File: src/rtl/dten_pkg.sv
// Package: shared state type and byte-lane width for the data tenure controller.
package dten_pkg;
    typedef enum logic [1:0] {
        ST_IDLE = 2'd0,
        ST_WAIT = 2'd1,
        ST_XFER = 2'd2
    } dten_state_t;

    localparam int LANE_W = 8;
endpackage

File: src/rtl/dten_fsm.sv
// Tenure sequencer: takes a request, waits for a qualified grant, counts
// acknowledged beats and raises a one-cycle release flag at the end.
// Assumes BEATS is a power of two greater than one.
module dten_fsm
    import dten_pkg::*;
#(
    parameter int BEATS = 4,
    localparam int BW = $clog2(BEATS)
) (
    input  logic          clk,
    input  logic          rst_n,
    input  logic          req_fire,
    input  logic          req_burst,
    input  logic          grant,
    input  logic          busy_in,
    input  logic          ack,
    input  logic          err,
    output logic          idle,
    output logic          in_xfer,
    output logic [BW-1:0] beat,
    output logic          rel,
    output logic          rel_err
);
    dten_state_t   state_q;
    logic [BW-1:0] beat_q;
    logic          burst_q;
    logic          rel_q;
    logic          rel_err_q;
    logic [BW-1:0] last_idx;

    // Index of the final beat for the latched transfer size.
    always_comb begin
        last_idx = burst_q ? BW'(BEATS - 1) : '0;
    end

    // State, beat counter and release flag update.
    always_ff @(posedge clk) begin
        if (!rst_n) begin
            state_q   <= ST_IDLE;
            beat_q    <= '0;
            burst_q   <= 1'b0;
            rel_q     <= 1'b0;
            rel_err_q <= 1'b0;
        end else begin
            rel_q     <= 1'b0;
            rel_err_q <= 1'b0;
            case (state_q)
                ST_IDLE: begin
                    if (req_fire) begin
                        state_q <= ST_WAIT;
                        burst_q <= req_burst;
                    end
                end
                ST_WAIT: begin
                    if (grant && !busy_in) begin
                        state_q <= ST_XFER;
                        beat_q  <= '0;
                    end
                end
                ST_XFER: begin
                    if (err) begin
                        state_q   <= ST_IDLE;
                        rel_q     <= 1'b1;
                        rel_err_q <= 1'b1;
                    end else if (ack) begin
                        if (beat_q == last_idx) begin
                            state_q <= ST_IDLE;
                            rel_q   <= 1'b1;
                        end else begin
                            beat_q <= beat_q + 1'b1;
                        end
                    end
                end
                default: state_q <= ST_IDLE;
            endcase
        end
    end

    assign idle    = (state_q == ST_IDLE);
    assign in_xfer = (state_q == ST_XFER);
    assign beat    = beat_q;
    assign rel     = rel_q;
    assign rel_err = rel_err_q;
endmodule

File: src/rtl/dten_lanes.sv
// Data path: holds the request words, picks the current beat, zeroes
// disabled byte lanes and silences the low half for direct-store.
// Assumes load only happens while no tenure is open.
module dten_lanes
    import dten_pkg::*;
#(
    parameter int HALF_W = 32,
    parameter int BEATS  = 4,
    localparam int DATA_W = 2 * HALF_W,
    localparam int LANES  = DATA_W / LANE_W,
    localparam int BW     = $clog2(BEATS)
) (
    input  logic                    clk,
    input  logic                    rst_n,
    input  logic                    load,
    input  logic [BEATS*DATA_W-1:0] req_data,
    input  logic [LANES-1:0]        req_be,
    input  logic                    req_direct,
    input  logic [BW-1:0]           beat,
    input  logic                    drive,
    output logic [HALF_W-1:0]       dh,
    output logic [HALF_W-1:0]       dl,
    output logic                    lo_en
);
    logic [DATA_W-1:0] words_q [BEATS];
    logic [LANES-1:0]  be_q;
    logic              direct_q;
    logic [DATA_W-1:0] sel_word;
    logic [DATA_W-1:0] masked;

    // Capture the request attributes when a request is accepted.
    always_ff @(posedge clk) begin
        if (!rst_n) begin
            be_q     <= '0;
            direct_q <= 1'b0;
        end else if (load) begin
            be_q     <= req_be;
            direct_q <= req_direct;
        end
    end

    // Capture the request words when a request is accepted.
    always_ff @(posedge clk) begin
        if (load) begin
            for (int w = 0; w < BEATS; w++) begin
                words_q[w] <= req_data[w*DATA_W +: DATA_W];
            end
        end
    end

    // Current beat selection.
    always_comb begin
        sel_word = words_q[beat];
    end

    generate
        for (genvar k = 0; k < LANES; k++) begin : g_lane
            assign masked[k*LANE_W +: LANE_W] =
                be_q[k] ? sel_word[k*LANE_W +: LANE_W] : '0;
        end
    endgenerate

    assign lo_en = drive && !direct_q;
    assign dh    = drive ? masked[DATA_W-1:HALF_W] : '0;
    assign dl    = lo_en ? masked[HALF_W-1:0] : '0;
endmodule

File: src/rtl/dten_master.sv
// Top of the data tenure controller: joins the sequencer and the data path
// and forms the busy line and the output enables. The busy line is driven
// inactive for one cycle after the tenure before its driver is released.
module dten_master
    import dten_pkg::*;
#(
    parameter int HALF_W = 32,
    parameter int BEATS  = 4,
    localparam int DATA_W = 2 * HALF_W,
    localparam int LANES  = DATA_W / LANE_W,
    localparam int BW     = $clog2(BEATS)
) (
    input  logic                    clk,
    input  logic                    rst_n,
    input  logic                    req_valid,
    input  logic                    req_burst,
    input  logic                    req_direct,
    input  logic [LANES-1:0]        req_be,
    input  logic [BEATS*DATA_W-1:0] req_data,
    output logic                    req_ready,
    input  logic                    grant,
    input  logic                    busy_in,
    input  logic                    ack,
    input  logic                    err,
    output logic                    busy_out,
    output logic                    busy_oe,
    output logic [HALF_W-1:0]       dh,
    output logic [HALF_W-1:0]       dl,
    output logic                    data_oe_hi,
    output logic                    data_oe_lo,
    output logic                    done,
    output logic                    done_err
);
    logic          idle;
    logic          in_xfer;
    logic [BW-1:0] beat;
    logic          rel;
    logic          rel_err;
    logic          req_fire;
    logic          lo_en;

    assign req_fire = req_valid && idle;

    dten_fsm #(.BEATS(BEATS)) u_fsm (
        .clk       (clk),
        .rst_n     (rst_n),
        .req_fire  (req_fire),
        .req_burst (req_burst),
        .grant     (grant),
        .busy_in   (busy_in),
        .ack       (ack),
        .err       (err),
        .idle      (idle),
        .in_xfer   (in_xfer),
        .beat      (beat),
        .rel       (rel),
        .rel_err   (rel_err)
    );

    dten_lanes #(.HALF_W(HALF_W), .BEATS(BEATS)) u_lanes (
        .clk        (clk),
        .rst_n      (rst_n),
        .load       (req_fire),
        .req_data   (req_data),
        .req_be     (req_be),
        .req_direct (req_direct),
        .beat       (beat),
        .drive      (in_xfer),
        .dh         (dh),
        .dl         (dl),
        .lo_en      (lo_en)
    );

    assign req_ready  = idle;
    assign busy_out   = in_xfer;
    assign busy_oe    = in_xfer || rel;
    assign data_oe_hi = in_xfer;
    assign data_oe_lo = lo_en;
    assign done       = rel;
    assign done_err   = rel_err;
endmodule

File: config.mk
export PLATFORM = sky130hd
export DESIGN_NAME = dten_master
export DESIGN_NICKNAME = d
export VERILOG_FILES = /design/src/rtl/dten_pkg.sv /design/src/rtl/dten_fsm.sv /design/src/rtl/dten_lanes.sv /design/src/rtl/dten_master.sv
export SDC_FILE = /design/constraint.sdc
export NUM_CORES = 1
export LEC_CHECK = 0
export BUFFER_PORTS_ARGS = -buffer_cell sky130_fd_sc_hd__buf_2
export CAP_MARGIN = 10
export CORE_AREA = 2 2 112 195
export CTS_CLUSTER_DIAMETER = 50
export DETAILED_ROUTE_END_ITERATION = 10
export DIE_AREA = 0 0 114 197
export GPL_ROUTABILITY_DRIVEN = 0
export PLACE_DENSITY = 0.85
export SKIP_CTS_REPAIR_TIMING = 1
export SLEW_MARGIN = 20
export SYNTH_ARGS = -nofsm -noshare
export SYNTH_HDL_FRONTEND = slang
export SYNTH_SLANG_ARGS = --single-unit
File: constraint.sdc
create_clock -name clk -period 5.6 [get_ports clk]
set_clock_uncertainty 0.1 [all_clocks]
set_input_delay 0.56 -clock clk [delete_from_list [all_inputs] [get_ports clk]]
set_output_delay 0.56 -clock clk [all_outputs]
set_load 0.01 [all_outputs]
[After elaboration in Yosys (flattened, before gate mapping)]
Memory sizes are Yosys's and may differ from the RTL's. A register that Yosys moved wholly into a read port is not among the register bits.
Index checks and enable logic that the tools add are counted.
Word-level totals
  flip-flop bits (word level): 16
  memory bits (writable): 256
  output and inout bits: 71
  word-level logic and storage cells: 61
  memories kept: 1
Memory list
  u_lanes.words_q: depth 4, bits a word 64, rd ports 1, clocked after memory_dff 1, write ports 4, RTL line dten_lanes.sv:25  | logic [DATA_W-1:0] words_q [BEATS];
Operators by class
  $add $sub $neg: 1
  equal/unequal tests: 10
  mux-type cells: 30
  reduce and logical (&&, ||, !) cells: 12
Operators by type and width (number)
  32-bit two-way mux: 2
  8-bit two-way mux: 8
  2-bit two-way mux: 12
  1-bit two-way mux: 6
  2-bit inequality test (second input constant): 3
  2-bit one-hot mux with 3 select lines: 1
  5-bit AND reduction: 1
  2-bit by 1-bit inequality test with 1-bit output (second input constant): 2
  2-bit one-hot mux with 2 select lines: 1
  2-bit AND reduction: 2
  4-bit AND reduction: 1
  1-bit logical AND: 3
  3-bit by 2-bit inequality test with 1-bit output (second input constant): 1
  3-bit inequality test (second input constant): 1
  2-bit by 1-bit adder with 2-bit output (second input constant): 1
  2-bit by 1-bit == test with 1-bit output (second input constant): 1
  2-bit == test: 1
  2-bit == test (second input constant): 1
  1-bit zero test: 2
  2-bit zero test: 1
  2-bit nonzero test: 1
  1-bit logical OR: 1

[Depth between registers and ports, before layout]
  depth after elaboration: 8
  depth in mapped cells: 5
  depth with buffers taken out: 3

[Modules after synthesis]
From an unflattened synthesis, not the netlist that was laid out.
Unflattened totals
  cell total of the unflattened synthesis: 553
  area, all modules: 10490.1 µm²
Modules (own cells, without submodules)
  dten_lanes: times used 1, cells an instance 514, area an instance 10146.0 µm²
  dten_fsm: times used 1, cells an instance 36, area an instance 324.1 µm²
  dten_master: times used 1, cells an instance 3, area an instance 20.0 µm²

[Worst setup path after synthesis]
Ideal clock, no wire load.
  path kind: in2reg
  start point: in req_valid
  end point: reg u_fsm.burst_q
  library setup time: 128 ps
  arrival time: 4352 ps
  slack: 1020 ps
  cell stages on the path: 4
  path through: nor3b_2 -> buf_2 -> mux2i_1 -> nor2b_1
Between the ends
  cells in the longest elaborated chain, start to end: 2
Ends and longest elaborated chain
  from (decl): RTL line dten_master.sv:15  | input logic req_valid,
  1-bit logical AND: RTL line dten_master.sv:42  | assign req_fire = req_valid && idle;
  named net req_fire: RTL line dten_master.sv:39  | logic req_fire;
  2-bit AND reduction (no line)
  to (signal assigned): RTL line dten_fsm.sv:51  | burst_q <= req_burst;
  to (decl): RTL line dten_fsm.sv:26  | logic burst_q;
The timed path passes the listed nets, and every way through them passes these cells.
A chain may end at the register's enable or synchronous reset.

==> flow_metrics.tcl <==
set metrics [dict create \
    status "finished clean" \
    yosysUniqueCellTypes 33 \
    ant_nets 0 \
    avgSynthCellArea_um2 22.0 \
    numCtsBuffers 26 \
    synth_area_mm2 0.0105 \
    root_buffer "clkbuf_16" \
    worst_pin_slew_ns 1.05 \
    wl_um 24000 \
    cp.arrival_ns 2.89 \
    dp_hpwl_um 16600 \
    hp-class "in2reg" \
    worstSetupEndpointType "output port" \
    cap_violations 0 \
    max_freq_mhz 282 \
    dp_worst_setup_slack_ns 2.46 \
    grt_start_max_net_pins 146 \
    finalInstanceArea_mm2 0.0133 \
    slowest_stage "dfxtp_4" \
    reg2reg_depth 4 \
    p_leak_nw 5.40 \
    ys_warn_count 0 \
    ys_ff_latch 274 \
    tritoncts "done" \
    synth.top_cell.area_share 0.733 \
    start_util 0.503 \
    drt_first_pass_iters 4 \
    nets 1101 \
    setup_violations 0 \
    viasPerCell 5.42 \
    period_minus_slack_ns 3.55 \
    dp_cells 1052 \
    die_y_um 197 \
    yosys-top-cells-count "edfxtp_1, and3_1, mux4_2" \
    gr-total-overflow 0 \
    grt.met3_usage 0.0449 \
    yosys_most_used_dff "edfxtp_1" \
    synth.most_common_cell "edfxtp_1" \
    period_share 0.634 \
    setup_slack_ns 2.05 \
    rows 70 \
    maxSlewViolCount 0 \
    dieArea_mm2 0.0225 \
    grt_pass1_vias 6450 \
    vias 6009 \
    io_pins 344 \
    rsz0062_at_grt "false" \
    cts.sinks 274 \
    die_w_um 114 \
    worst_ep_required_time_ns 4.94 \
    grt_pass1_wl_um 35000 \
    grt_busiest_layer "met2" \
    core_mm2 0.0208 \
    insertion_delay_ns 0.51 \
    met2_usage 0.385 \
    fin_tns_setup_ns 0 \
    p_per_area_mw_per_mm2 340 \
    power_mw 4.53 \
    synth_top_area_cell "edfxtp_1" \
    ir_drop_uv 295 \
    avgRoutedWirePerCell_um 21.6 \
    drt-initial-drc-count 370 \
    dpl-instance-area_mm2 0.0124 \
    synth.top_cells.by_area "edfxtp_1, mux4_2, and3_1" \
    cp_cell_sequence "buf_4 > mux4_2 > and3_1 > buf_2" \
    async_flop_share 0 \
    synth_edf_count 256 \
    worstPathMaxFanout 49 \
    cpPeakStageDelay_ns 1.00 \
    crit_type "reg2out" \
    areaGrowthSynthToFinish_pct 27.1 \
    io_buffers 343 \
    netlist_instances 477 \
    ys_seq_area_frac 0.768 \
    fin_cells 1109 \
    grtUsageMet1 0.228 \
    path_clk_slew_ns 0.07 \
    critPathLaunchType "flop" \
    timing.slew.headroom 0.299 \
    htreeDepth 1 \
    cts_max_path_buffers 3 \
    nFillCells 1476 \
    drive_above_1_share 0.541 \
    grt_util_all_layers 0.209 \
    timing_hold_violations_final 0 \
    syn_nets 750 \
    whs_path_depth 1 \
    antenna_found_initial 11 \
    drc 0 \
]
-- cells by family after synthesis --
kind of cell,Yosys count,share of synthesized area
AO/OA/AOI/OAI,9,0.00633
AND/OR/NAND/NOR,93,0.0559
buffers and inverters,27,0.0216
multiplexers,74,0.148
flip-flops,274,0.768
-- report_power, final --
part           total, mW  switching (mW)  internal [mW]
clock network       1.86           0.746           1.12
registers           2.44          0.0444           2.39
logic              0.227           0.109          0.118
total               4.53           0.900           3.63
-- flip-flops by register name, indices dropped and copies added (netlist names), named ones only --
name,count
u_fsm.rel,1
u_fsm.rel_err,1
u_lanes.be_q,8
u_fsm.state_q,2
u_lanes.direct_q,1
u_fsm.beat,2
u_lanes.words_q,256
u_fsm.burst_q,1
-- metrics by stage --
stage,util,hold WS [ns]
floorplan,-,0.375
global placement,0.593,0.404
detailed placement,0.593,0.411
CTS,0.638,0.0836
global route,0.639,0.0745
finish,0.639,0.108
-- layout by cell type (no fill, tap or decap), types with 3 or more instances in the layout --
master and n:
mux2i_1 10, clkbuf_8 3, and3_1 65, clkbuf_16 27, mux4_2 60, inv_6 3, nor2b_1 10, inv_1 3
buf_2 343, clkinvlp_4 3, clkinv_2 5, dfxtp_1 16, nand2_1 5, diode_2 9, bufinv_16 4, mux4_1 4
edfxtp_1 256
-- final timing paths --
kind	startpoint	to	slack (ns)
worst max-delay path	flop	dl[18]	2.05
worst max register to register	u_fsm.state_q[1]	u_lanes.be_q[2]	3.69
worst min-delay path	req_data[34]	u_lanes.words_q[0][34]	0.11
worst min register to register	u_lanes.direct_q	u_lanes.direct_q	0.42
-- final cells by class --
cell class / count / area (um^2) / share of cell area
Clock buffer: 32 / 724 / 0.0544
Multi-Input combinational cell: 176 / 2220 / 0.166
Sequential cell: 274 / 8060 / 0.605
Timing Repair Buffer: 347 / 1770 / 0.133
Clock inverter: 16 / 205 / 0.0154
Antenna cell: 9 / 22.5 / 0.00169
Tap cell: 252 / 315 / 0.0237
Inverter: 3 / 11.3 / 0.000845
-- worst max-delay path, delay by kind of cell, from the launching register on --
kind          cells  cell delay, ns
buf+inv           2            0.60
flops             1            1.00
mux               1            0.55
simple gates      1            0.20
-- per-layer routing --
metal / routed length [um] / up-vias
li1: - / 2696
met1: 8030 / 2996
met2: 13700 / 255
met3: 1510 / 58
met4: 784 / 4
met5: 27 / -
No activity file was read; power rests on OpenSTA's default activity.
